==> src/rtl/fsmtrk_pkg.sv <==
package fsmtrk_pkg;

    // Summary of the candidate set held by the tracker
    typedef enum logic [1:0] {
        TRK_SEARCH = 2'd0,   // two or more candidates
        TRK_LOCKED = 2'd1,   // exactly one candidate
        TRK_EMPTY  = 2'd2    // observations contradict the table
    } trk_phase_e;

    typedef enum logic {
        MODE_HOME = 1'b0,    // filter candidates by observed output
        MODE_SYNC = 1'b1     // map every candidate, ignore output
    } trk_mode_e;

endpackage

==> src/rtl/fsmtrk_step.sv <==
module fsmtrk_step #(
    parameter int N_ST  = 4,
    parameter int ST_W  = 2,
    parameter int IN_W  = 1,
    parameter int OUT_W = 1,
    parameter int N_IN  = 1 << IN_W,
    parameter logic [N_IN*N_ST*ST_W-1:0]  NXT_TBL = '0,
    parameter logic [N_IN*N_ST*OUT_W-1:0] OUT_TBL = '0
) (
    input  logic [N_ST-1:0]  cur_mask,
    input  logic [IN_W-1:0]  in_sym,
    input  logic [OUT_W-1:0] out_sym,
    input  logic             ignore_out,
    output logic [N_ST-1:0]  nxt_mask
);

    logic [N_ST-1:0] contrib [N_ST];

    // One mapping slice per source state
    for (genvar s = 0; s < N_ST; s++) begin : g_src
        logic [31:0]      entry;
        logic [ST_W-1:0]  succ;
        logic [OUT_W-1:0] pred;
        logic             keep;

        always_comb begin
            entry = 32'(in_sym) * 32'(N_ST) + 32'(s);
            succ  = NXT_TBL[entry*ST_W +: ST_W];
            pred  = OUT_TBL[entry*OUT_W +: OUT_W];
            keep  = cur_mask[s] && (ignore_out || (pred == out_sym));
        end

        assign contrib[s] = keep ? (N_ST'(1) << succ) : '0;
    end

    always_comb begin
        nxt_mask = '0;
        for (int s = 0; s < N_ST; s++) begin
            nxt_mask = nxt_mask | contrib[s];
        end
    end

endmodule

==> src/rtl/fsmtrk_classify.sv <==
module fsmtrk_classify #(
    parameter int N_ST = 4,
    parameter int ST_W = 2
) (
    input  logic [N_ST-1:0] mask,
    output logic            single,
    output logic            none,
    output logic [ST_W-1:0] idx
);

    localparam int CW = $clog2(N_ST + 1);

    logic [CW-1:0] cnt;

    always_comb begin
        cnt = '0;
        idx = '0;
        for (int i = N_ST - 1; i >= 0; i--) begin
            cnt = cnt + CW'(mask[i]);
            if (mask[i]) begin
                idx = ST_W'(i);
            end
        end
        single = (cnt == CW'(1));
        none   = (cnt == '0);
    end

endmodule

==> src/rtl/fsmtrk_tracker.sv <==
module fsmtrk_tracker
    import fsmtrk_pkg::*;
#(
    parameter int N_ST  = 4,
    parameter int IN_W  = 1,
    parameter int OUT_W = 1,
    parameter int ST_W  = (N_ST > 1) ? $clog2(N_ST) : 1,
    parameter int N_IN  = 1 << IN_W,
    parameter logic [N_IN*N_ST*ST_W-1:0]  NXT_TBL = 16'hC98E,
    parameter logic [N_IN*N_ST*OUT_W-1:0] OUT_TBL = 8'h06
) (
    input  logic             clk,
    input  logic             rst_n,
    input  logic             restart,
    input  logic             obs_valid,
    input  logic [IN_W-1:0]  obs_in,
    input  logic [OUT_W-1:0] obs_out,
    input  logic             sync_mode,
    output logic [N_ST-1:0]  cand_mask,
    output logic             identified,
    output logic [ST_W-1:0]  state_id,
    output logic             inconsistent
);

    localparam logic [N_ST-1:0] FULL_SET   = '1;
    localparam trk_phase_e      FULL_PHASE = (N_ST == 1) ? TRK_LOCKED : TRK_SEARCH;

    trk_phase_e      phase_q, phase_d;
    logic [N_ST-1:0] mask_q, mask_d;
    logic [ST_W-1:0] id_q, id_d;
    logic [N_ST-1:0] step_mask;
    logic            nx_single, nx_none;
    logic [ST_W-1:0] nx_idx;
    trk_mode_e       mode;

    assign mode = trk_mode_e'(sync_mode);

    fsmtrk_step #(
        .N_ST(N_ST), .ST_W(ST_W), .IN_W(IN_W), .OUT_W(OUT_W), .N_IN(N_IN),
        .NXT_TBL(NXT_TBL), .OUT_TBL(OUT_TBL)
    ) u_step (
        .cur_mask  (mask_q),
        .in_sym    (obs_in),
        .out_sym   (obs_out),
        .ignore_out(mode == MODE_SYNC),
        .nxt_mask  (step_mask)
    );

    fsmtrk_classify #(
        .N_ST(N_ST), .ST_W(ST_W)
    ) u_cls (
        .mask  (step_mask),
        .single(nx_single),
        .none  (nx_none),
        .idx   (nx_idx)
    );

    // Next-state logic of the tracker
    always_comb begin
        phase_d = phase_q;
        mask_d  = mask_q;
        id_d    = id_q;
        if (restart) begin
            phase_d = FULL_PHASE;
            mask_d  = FULL_SET;
            id_d    = '0;
        end else if (obs_valid) begin
            mask_d = step_mask;
            id_d   = nx_single ? nx_idx : '0;
            unique case (phase_q)
                TRK_SEARCH: begin
                    if (nx_none)        phase_d = TRK_EMPTY;
                    else if (nx_single) phase_d = TRK_LOCKED;
                    else                phase_d = TRK_SEARCH;
                end
                TRK_LOCKED: phase_d = nx_none ? TRK_EMPTY : TRK_LOCKED;
                TRK_EMPTY:  phase_d = TRK_EMPTY;
                default:    phase_d = TRK_EMPTY;
            endcase
        end
    end

    // State register
    always_ff @(posedge clk or negedge rst_n) begin
        if (!rst_n) begin
            phase_q <= FULL_PHASE;
            mask_q  <= FULL_SET;
            id_q    <= '0;
        end else begin
            phase_q <= phase_d;
            mask_q  <= mask_d;
            id_q    <= id_d;
        end
    end

    // Outputs
    always_comb begin
        cand_mask    = mask_q;
        state_id     = id_q;
        identified   = 1'b0;
        inconsistent = 1'b0;
        unique case (phase_q)
            TRK_SEARCH: ;
            TRK_LOCKED: identified   = 1'b1;
            TRK_EMPTY:  inconsistent = 1'b1;
            default:    inconsistent = 1'b1;
        endcase
    end

    AST_RESTART_FULL: assert property (@(posedge clk) disable iff (!rst_n)
        restart |=> (cand_mask == FULL_SET) && !inconsistent);
    AST_RESTART_WINS: assert property (@(posedge clk) disable iff (!rst_n)
        (restart && obs_valid) |=> (cand_mask == FULL_SET));
    AST_HOLD_IDLE: assert property (@(posedge clk) disable iff (!rst_n)
        (!obs_valid && !restart) |=> $stable(cand_mask) && $stable(state_id));
    AST_SYNC_NONEMPTY: assert property (@(posedge clk) disable iff (!rst_n)
        (sync_mode && obs_valid && !restart && !inconsistent) |=> !inconsistent);
    AST_LOCK_COUNT: assert property (@(posedge clk) disable iff (!rst_n)
        identified == ($countones(cand_mask) == 1));
    AST_ID_IN_SET: assert property (@(posedge clk) disable iff (!rst_n)
        identified |-> cand_mask[state_id]);
    AST_EMPTY_FLAG: assert property (@(posedge clk) disable iff (!rst_n)
        inconsistent == (cand_mask == '0));
    AST_EMPTY_STICKY: assert property (@(posedge clk) disable iff (!rst_n)
        (inconsistent && !restart) |=> inconsistent);
    AST_NO_GROW: assert property (@(posedge clk) disable iff (!rst_n)
        !restart |=> ($countones(cand_mask) <= $past($countones(cand_mask))));
    AST_LOCK_STAYS: assert property (@(posedge clk) disable iff (!rst_n)
        (identified && !restart) |=> (identified || inconsistent));

endmodule

==> config.mk <==
export PLATFORM = sky130hd
export DESIGN_NAME = fsmtrk_tracker
export DESIGN_NICKNAME = d
export VERILOG_FILES = /design/src/rtl/fsmtrk_pkg.sv /design/src/rtl/fsmtrk_step.sv /design/src/rtl/fsmtrk_classify.sv /design/src/rtl/fsmtrk_tracker.sv
export SDC_FILE = /design/constraint.sdc
export NUM_CORES = 1
export LEC_CHECK = 0
export CELL_PAD_IN_SITES_DETAIL_PLACEMENT = 0
export CELL_PAD_IN_SITES_GLOBAL_PLACEMENT = 2
export CORE_MARGIN = 5
export CORE_UTILIZATION = 24
export CTS_CLUSTER_DIAMETER = 30
export CTS_CLUSTER_SIZE = 30
export DETAILED_ROUTE_END_ITERATION = 7
export GPL_TIMING_DRIVEN = 0
export PLACE_DENSITY = 0.78
export SYNTH_ARGS = -nofsm -noshare
export SYNTH_HDL_FRONTEND = slang
export SYNTH_SLANG_ARGS = --single-unit
export TNS_END_PERCENT = 50
==> constraint.sdc <==
create_clock -name clk -period 2.73 [get_ports clk]
set_input_delay 0.273 -clock clk [delete_from_list [all_inputs] [get_ports clk]]
set_output_delay 0.273 -clock clk [all_outputs]
set_load 0.01 [all_outputs]
==> impl_metrics.toml, run 1 <==
[run_status]
outcome = "completed"

[cts]
cts.sinks = 8
postCtsHoldBufs = 0
root_buffer = "clkbuf_4"
clk_latency_ns = 0.26
cts_tree = "built"
clockBufferDepth = 2
clk_pin_slew_ns = 0.06
cts_buffers = 3
cts_htree_levels = 1

[setup_path]
worst-setup-path-type = "register to register"
slowest_stage = "dfstp_2"
critPathLaunchType = "register"
r2r.worst_path.cells = 9
path_delay_family = "adder cells"
ff2ff_setup_slack_ns = 0.08
r2r_end = "state_id[1]$_DFFE_PN0P_"
rr_startpoint = "cand_mask[1]$_DFFE_PN1P_"
arrival_ns = 2.81
end_kind = "register"
crit_path_start = "cand_mask[1]$_DFFE_PN1P_"
crit_fanout = 4
path_cells = "nand2b_1 -> o311a_1 -> inv_1 -> ha_1 -> inv_1 -> fa_2 -> ha_4 -> or4_4 -> o41ai_2"
crit_buf_inv = 2
critPathRequiredTime_ns = 2.89
slowest_delay_ns = 0.56
crit_top_cell = "inv_1"

[place]
routabilityCongestion = 0.698
placed_area_um2 = 713
hpwl_um = 991
io_buffers = 13
dp_cells = 99

[global_routing]
grt.total_usage_pct = 8.67
grt_pass1_wl_mm = 2.24
grt-ovfl-total = 0
grt_max_degree = 10
grt_pass1_vias = 500
grt_antenna_before_repair = 0

[synth]
synthesis.area_um2 = 548
synthTopCellsByCount = "6 x a21oi_1, 6 x inv_1, 5 x o21ai_0"
yosysTopAreaCellShare_pct = 19.2
ys_types = 28
ys_seq_elements = 8
yosysTopAreaCell = "dfstp_2"
synth-main-ff-cell = "dfstp_2"
syn_inst = 58
synth.avg_cell_area_um2 = 9.45
seq_area_frac_synth_pct = 37.4
synth_edf_count = 0
syn_nets = 70
ys_top_cells_by_area = "dfstp_2 19%, dfrtp_1 18%, ha_1 9.1%"
ys_warn_count = 0
async_reset_ff_share_pct = 100

[pwr]
combPwrFrac_pct = 36.2
power_density_nw_per_um2 = 476
peakVddDrop_uv = 226
switchingPower_uw = 115
seqPwrFrac_pct = 38.1
p_total_uw = 369
power.leakage_uw = 0.000349
p_clk_share_pct = 25.7
swShare_pct = 31.2
internal-power_uw = 254

[timing]
period_needed_ns = 2.65
drv_slew = 0
hold_viol = 0
holdWs_ns = 0.309
finalClockSkew_ns = 0.00355
fmax_mhz = 378
slew_headroom_pct = 73.1
setup_viol = 0
rsz0062_at_grt = "yes"
fin_crit_sh_pct = 97.0
tightest_slew_ns = 0.403

[floorplan]
fp.dieW_um = 57.8
num_io_pins = 15
rows = 17
initial_core_util_pct = 25.0
core_area_um2 = 2190
fp.dieArea_um2 = 3340
die_h_um = 57.8

[final_layout]
final_nets = 89
n_antenna_cell = 0
postLayoutCellArea_um2 = 774
drive_gt1_share_pct = 24.0
area_growth_pct = 41.3
layout.cells.non_filler = 103
fillCellCount = 229

[drt]
ant_nets = 0
viasPerCell = 4.64
drt_iter0_drc = 16
wire_per_inst_um = 12.8
drtPass1Iterations = 4
drc = 0
wl_mm = 1.32
vias = 478

[run]
maxCapViolations = 0

[min_path]
min-delay-path-class = "input port to async pin"
==> final cells by class <==
type	count	area [um^2]	area share (%)
multi-input combinational	42	338	43.6
sequential	8	205	26.5
timing repair buffer	14	143	18.4
tap	28	35.0	4.52
clock buffer	3	22.5	2.91
inverter	6	22.5	2.91
buffer	2	8.76	1.13
==> layer usage <==
metal	GRT usage [%]	share of wire, %	routed length, um	vias to the layer above
met5	0	0	0	-
met2	14.7	51	670	8
met4	0.993	0	0	0
li1	-	-	-	238
met1	10.6	45	594	232
met3	3.56	3.9	52	0
==> worst max path at each step <==
stage / endpoint / slack, ns / cells past startpoint
after floorplan: state_id[1]$_DFFE_PN0P_ / 0.06 / 9
after global placement: state_id[1]$_DFFE_PN0P_ / -0.45 / 10
after detailed placement: state_id[1]$_DFFE_PN0P_ / -0.46 / 10
after CTS: state_id[1]$_DFFE_PN0P_ / 0.04 / 10
after global routing: state_id[1]$_DFFE_PN0P_ / -0.05 / 9
final: state_id[1]$_DFFE_PN0P_ / 0.08 / 9
==> power by group through the flow <==
stage               Clock (uW)  Sequential (uW)  Combinational [uW]
global placement             0              142                 120
floorplan                    0              143                71.5
finish                    94.6              141                 134
global route               105              143                 149
detailed placement           0              142                 121
CTS                        100              141                 136
==> registers in the layout (all words and copies together) (netlist names) <==
signal	count
cand_mask	4
state_id	2
phase_q	2
==> kinds of logic after synthesis <==
logic type | Yosys count | synth area share (%)
AOI/OAI and AO/OA | 19 | 24.7
xor gates and xnor gates | 1 | 1.60
buffers and inverters | 8 | 5.71
and+or+nand+nor | 17 | 17.8
DFF | 8 | 37.4
adders and majority gates | 5 | 12.8
==> stage by stage <==
step	setup slack, ns	setup TNS [ns]	utilization (%)
final	0.0814	0	35.4
after global routing	-0.0464	-0.0464	35.4
after CTS	0.0352	0	35.1
after detailed placement	-0.458	-1.43	32.6
after global placement	-0.454	-1.38	32.6
after floorplan	0.0578	0	-
==> placed cells by master (no fill, tap or decap), drive strengths merged, types with 2 or more instances in the layout <==
| cell type | count |
|---|---|
| nand2b | 2 |
| buf | 2 |
| clkbuf | 4 |
| ha | 4 |
| and2 | 2 |
| inv | 6 |
| nand2 | 3 |
| nor2 | 4 |
| a21oi | 6 |
| dfstp | 4 |
| or4 | 2 |
| dfrtp | 4 |
| clkdlybuf4s50 | 11 |
| dlymetal6s2s | 2 |
| o21ai | 6 |
==> worst reg2reg max path, delay by kind of cell, from the launching register on <==
family                   cells  cell delay (ns)
adder cells (fa/ha/maj)      3             0.85
AND/OR/NAND/NOR              2             0.64
buffers and inverters        2             0.11
AO/OA/AOI/OAI                2             0.38
flip-flops                   1             0.56
==> timing repair <==
action	in CTS	in global routing
buffers inserted	1	0
setup endpoints to repair	3	2
pin swaps	1	0
resized for setup	6	2
No activity file was read; power rests on OpenSTA's default activity.
==> inputs of run 2 (changes only) <==
--- a/config.mk
+++ b/config.mk
@@ -5,15 +5,17 @@
 export SDC_FILE = /design/constraint.sdc
 export NUM_CORES = 1
 export LEC_CHECK = 0
+export CAP_MARGIN = 15
 export CELL_PAD_IN_SITES_DETAIL_PLACEMENT = 0
 export CELL_PAD_IN_SITES_GLOBAL_PLACEMENT = 2
 export CORE_MARGIN = 5
-export CORE_UTILIZATION = 24
+export CORE_UTILIZATION = 31
 export CTS_CLUSTER_DIAMETER = 30
 export CTS_CLUSTER_SIZE = 30
 export DETAILED_ROUTE_END_ITERATION = 7
+export DONT_BUFFER_PORTS = 1
 export GPL_TIMING_DRIVEN = 0
-export PLACE_DENSITY = 0.78
+export PLACE_DENSITY = 0.76
 export SYNTH_ARGS = -nofsm -noshare
 export SYNTH_HDL_FRONTEND = slang
 export SYNTH_SLANG_ARGS = --single-unit
==> run 2 against run 1 <==
Sequential share of layout area up 5.9 points. Critical path depth did not move. Global-route usage increased by 1.9 points. Largest power group unchanged. Highest routed layer is now met4.
==> impl_metrics.toml, run 2 (synthesis gave the netlist of run 1 again) <==
[floorplan]
die_h_um = 52.0
core_area_um2 = 1710
num_io_pins = 15
initial_core_util_pct = 32.1
fp.dieArea_um2 = 2710
fp.dieW_um = 52.0
rows = 15

[timing]
tightest_slew_ns = 0.412
holdWs_ns = 0.0799
setup_viol = 0
drv_slew = 0
rsz0062_at_grt = "yes"
fin_crit_sh_pct = 96.9
slew_headroom_pct = 72.5
period_needed_ns = 2.65
hold_viol = 0
fmax_mhz = 378
finalClockSkew_ns = 0.00592

[setup_path]
path_cells = "nand2b_1 -> o311a_1 -> inv_1 -> ha_1 -> inv_1 -> fa_2 -> ha_4 -> or4_4 -> o41ai_2"
critPathLaunchType = "register"
critPathRequiredTime_ns = 2.89
ff2ff_setup_slack_ns = 0.08
slowest_stage = "dfstp_2"
crit_fanout = 4
r2r.worst_path.cells = 9
rr_startpoint = "cand_mask[1]$_DFFE_PN1P_"
end_kind = "register"
worst-setup-path-type = "register to register"
r2r_end = "state_id[1]$_DFFE_PN0P_"
arrival_ns = 2.80
slowest_delay_ns = 0.57
crit_top_cell = "inv_1"

[drt]
drtPass1Iterations = 3
wl_mm = 1.19
drt_iter0_drc = 3
ant_nets = 0
viasPerCell = 4.92
drc = 0
vias = 433
wire_per_inst_um = 13.5

[final_layout]
n_antenna_cell = 0
final_nets = 77
area_growth_pct = 15.8
largest_reg_flops = 4
final_cell_mix = "6 x inv_1, 6 x a21oi_1"
drive_gt1_share_pct = 25.4

[min_path]
hold_end = "phase_q[1]$_DFFE_PN0P_"
min-delay-path-class = "input port to register"
min_delay_path_depth = 1
worstHoldStart = "restart"

[place]
hpwl_um = 898
routabilityCongestion = 0.735
io_buffers = 0

[global_routing]
grt_pass1_vias = 444
grt.total_usage_pct = 10.6
grt_pass1_wl_mm = 2.03
grt_max_degree = 10
grt_antenna_before_repair = 0
grt-ovfl-total = 0

[cts]
clk_latency_ns = 0.26
clockBufferDepth = 2
root_buffer = "clkbuf_4"
cts_buffers = 3
cts_tree = "built"
clk_pin_slew_ns = 0.06
cts_htree_levels = 1
cts.sinks = 8

[run]
maxCapViolations = 0

[run_status]
outcome = "completed"

[pwr]
p_total_uw = 336
power.leakage_uw = 0.000278
peakVddDrop_uv = 238
power_density_nw_per_um2 = 530
-- run 2: changes by cell type in the layout (fill, tap and decap cells not counted), sizes merged --
cell | previous run | this run
clkdlybuf4s50 | 11 | 0
dlygate4sd3 | 0 | 1
dlymetal6s2s | 2 | 0
-- run 2: layout make-up --
type                    count  area (um^2)
fillers                   192         1070
repair buffers              2         17.5
flip-flops and latches      8          205
clock buffers               3         22.5
well taps                  25         31.3
plain buffers               2         8.76
inverters                   6         22.5
multi-input cells          42          327
-- run 2: worst max path at each step --
stage	from	to	slack [ns]	cells past startpoint
2_1_floorplan	cand_mask[1]$_DFFE_PN1P_	state_id[1]$_DFFE_PN0P_	0.06	9
3_3_place_gp	cand_mask[1]$_DFFE_PN1P_	state_id[1]$_DFFE_PN0P_	-0.13	9
3_5_place_dp	cand_mask[1]$_DFFE_PN1P_	state_id[1]$_DFFE_PN0P_	-0.1	9
4_1_cts	cand_mask[1]$_DFFE_PN1P_	state_id[1]$_DFFE_PN0P_	0.02	9
5_1_grt	cand_mask[1]$_DFFE_PN1P_	state_id[1]$_DFFE_PN0P_	-0.05	9
6_report	cand_mask[1]$_DFFE_PN1P_	state_id[1]$_DFFE_PN0P_	0.08	9
-- run 2: power by group --
part / leakage, uW / switching [uW] / internal (uW)
registers: 0.0000972 / 11.8 / 132
logic: 0.000167 / 50.5 / 48.8
clock network: 0.0000138 / 42.1 / 50.4
total: 0.000278 / 104 / 232
-- run 2: layer usage --
metal | track usage (%) | wire (um) | up-vias
li1 | - | - | 215
met1 | 12.5 | 535 | 206
met2 | 16.7 | 566 | 10
met3 | 5.73 | 77 | 2
met4 | 2.62 | 9 | 0
met5 | 0 | 0 | -
-- run 2: what timing repair did --
| item | CTS | global route |
|---|---|---|
| hold buffers | 1 | 0 |
| setup endpoints to repair | 3 | 3 |
| hold endpoints to repair | 8 | 0 |
| cloned | 0 | 0 |
| gates resized for setup | 1 | 2 |
| buffers inserted | 1 | 0 |
-- run 2: critical path, delay by kind of cell (launching register included) --
family	cells	cell delay, ns
adder cells (fa/ha/maj)	3	0.85
AND/OR/NAND/NOR	2	0.63
flip-flops	1	0.57
AO/OA/AOI/OAI	2	0.38
buffers and inverters	2	0.11
-- run 2: per-stage QoR --
| step | instances | worst slack, ns | TNS [ns] | area [um^2] | util [%] |
|---|---|---|---|---|---|
| 6_report | 88 | 0.0849 | 0 | 634 | 37.1 |
| 5_1_grt | 88 | -0.0488 | -0.0488 | 634 | 37.1 |
| 4_1_cts | 88 | 0.0217 | 0 | 632 | 37.0 |
| 3_5_place_dp | 83 | -0.0952 | -0.177 | 579 | 33.9 |
| 3_3_place_gp | 83 | -0.132 | -0.251 | 579 | 33.9 |
| 2_1_floorplan | 58 | 0.0578 | 0 | 548 | - |
==> inputs of run 3 (changes only) <==
--- a/config.mk
+++ b/config.mk
@@ -9,13 +9,12 @@
 export CELL_PAD_IN_SITES_DETAIL_PLACEMENT = 0
 export CELL_PAD_IN_SITES_GLOBAL_PLACEMENT = 2
 export CORE_MARGIN = 5
-export CORE_UTILIZATION = 31
+export CORE_UTILIZATION = 24
 export CTS_CLUSTER_DIAMETER = 30
 export CTS_CLUSTER_SIZE = 30
 export DETAILED_ROUTE_END_ITERATION = 7
-export DONT_BUFFER_PORTS = 1
 export GPL_TIMING_DRIVEN = 0
-export PLACE_DENSITY = 0.76
+export PLACE_DENSITY = 0.78
 export SYNTH_ARGS = -nofsm -noshare
 export SYNTH_HDL_FRONTEND = slang
 export SYNTH_SLANG_ARGS = --single-unit
==> results of run 3 <==
No change in the layout: final DEF, timing and power equal those of run 1.
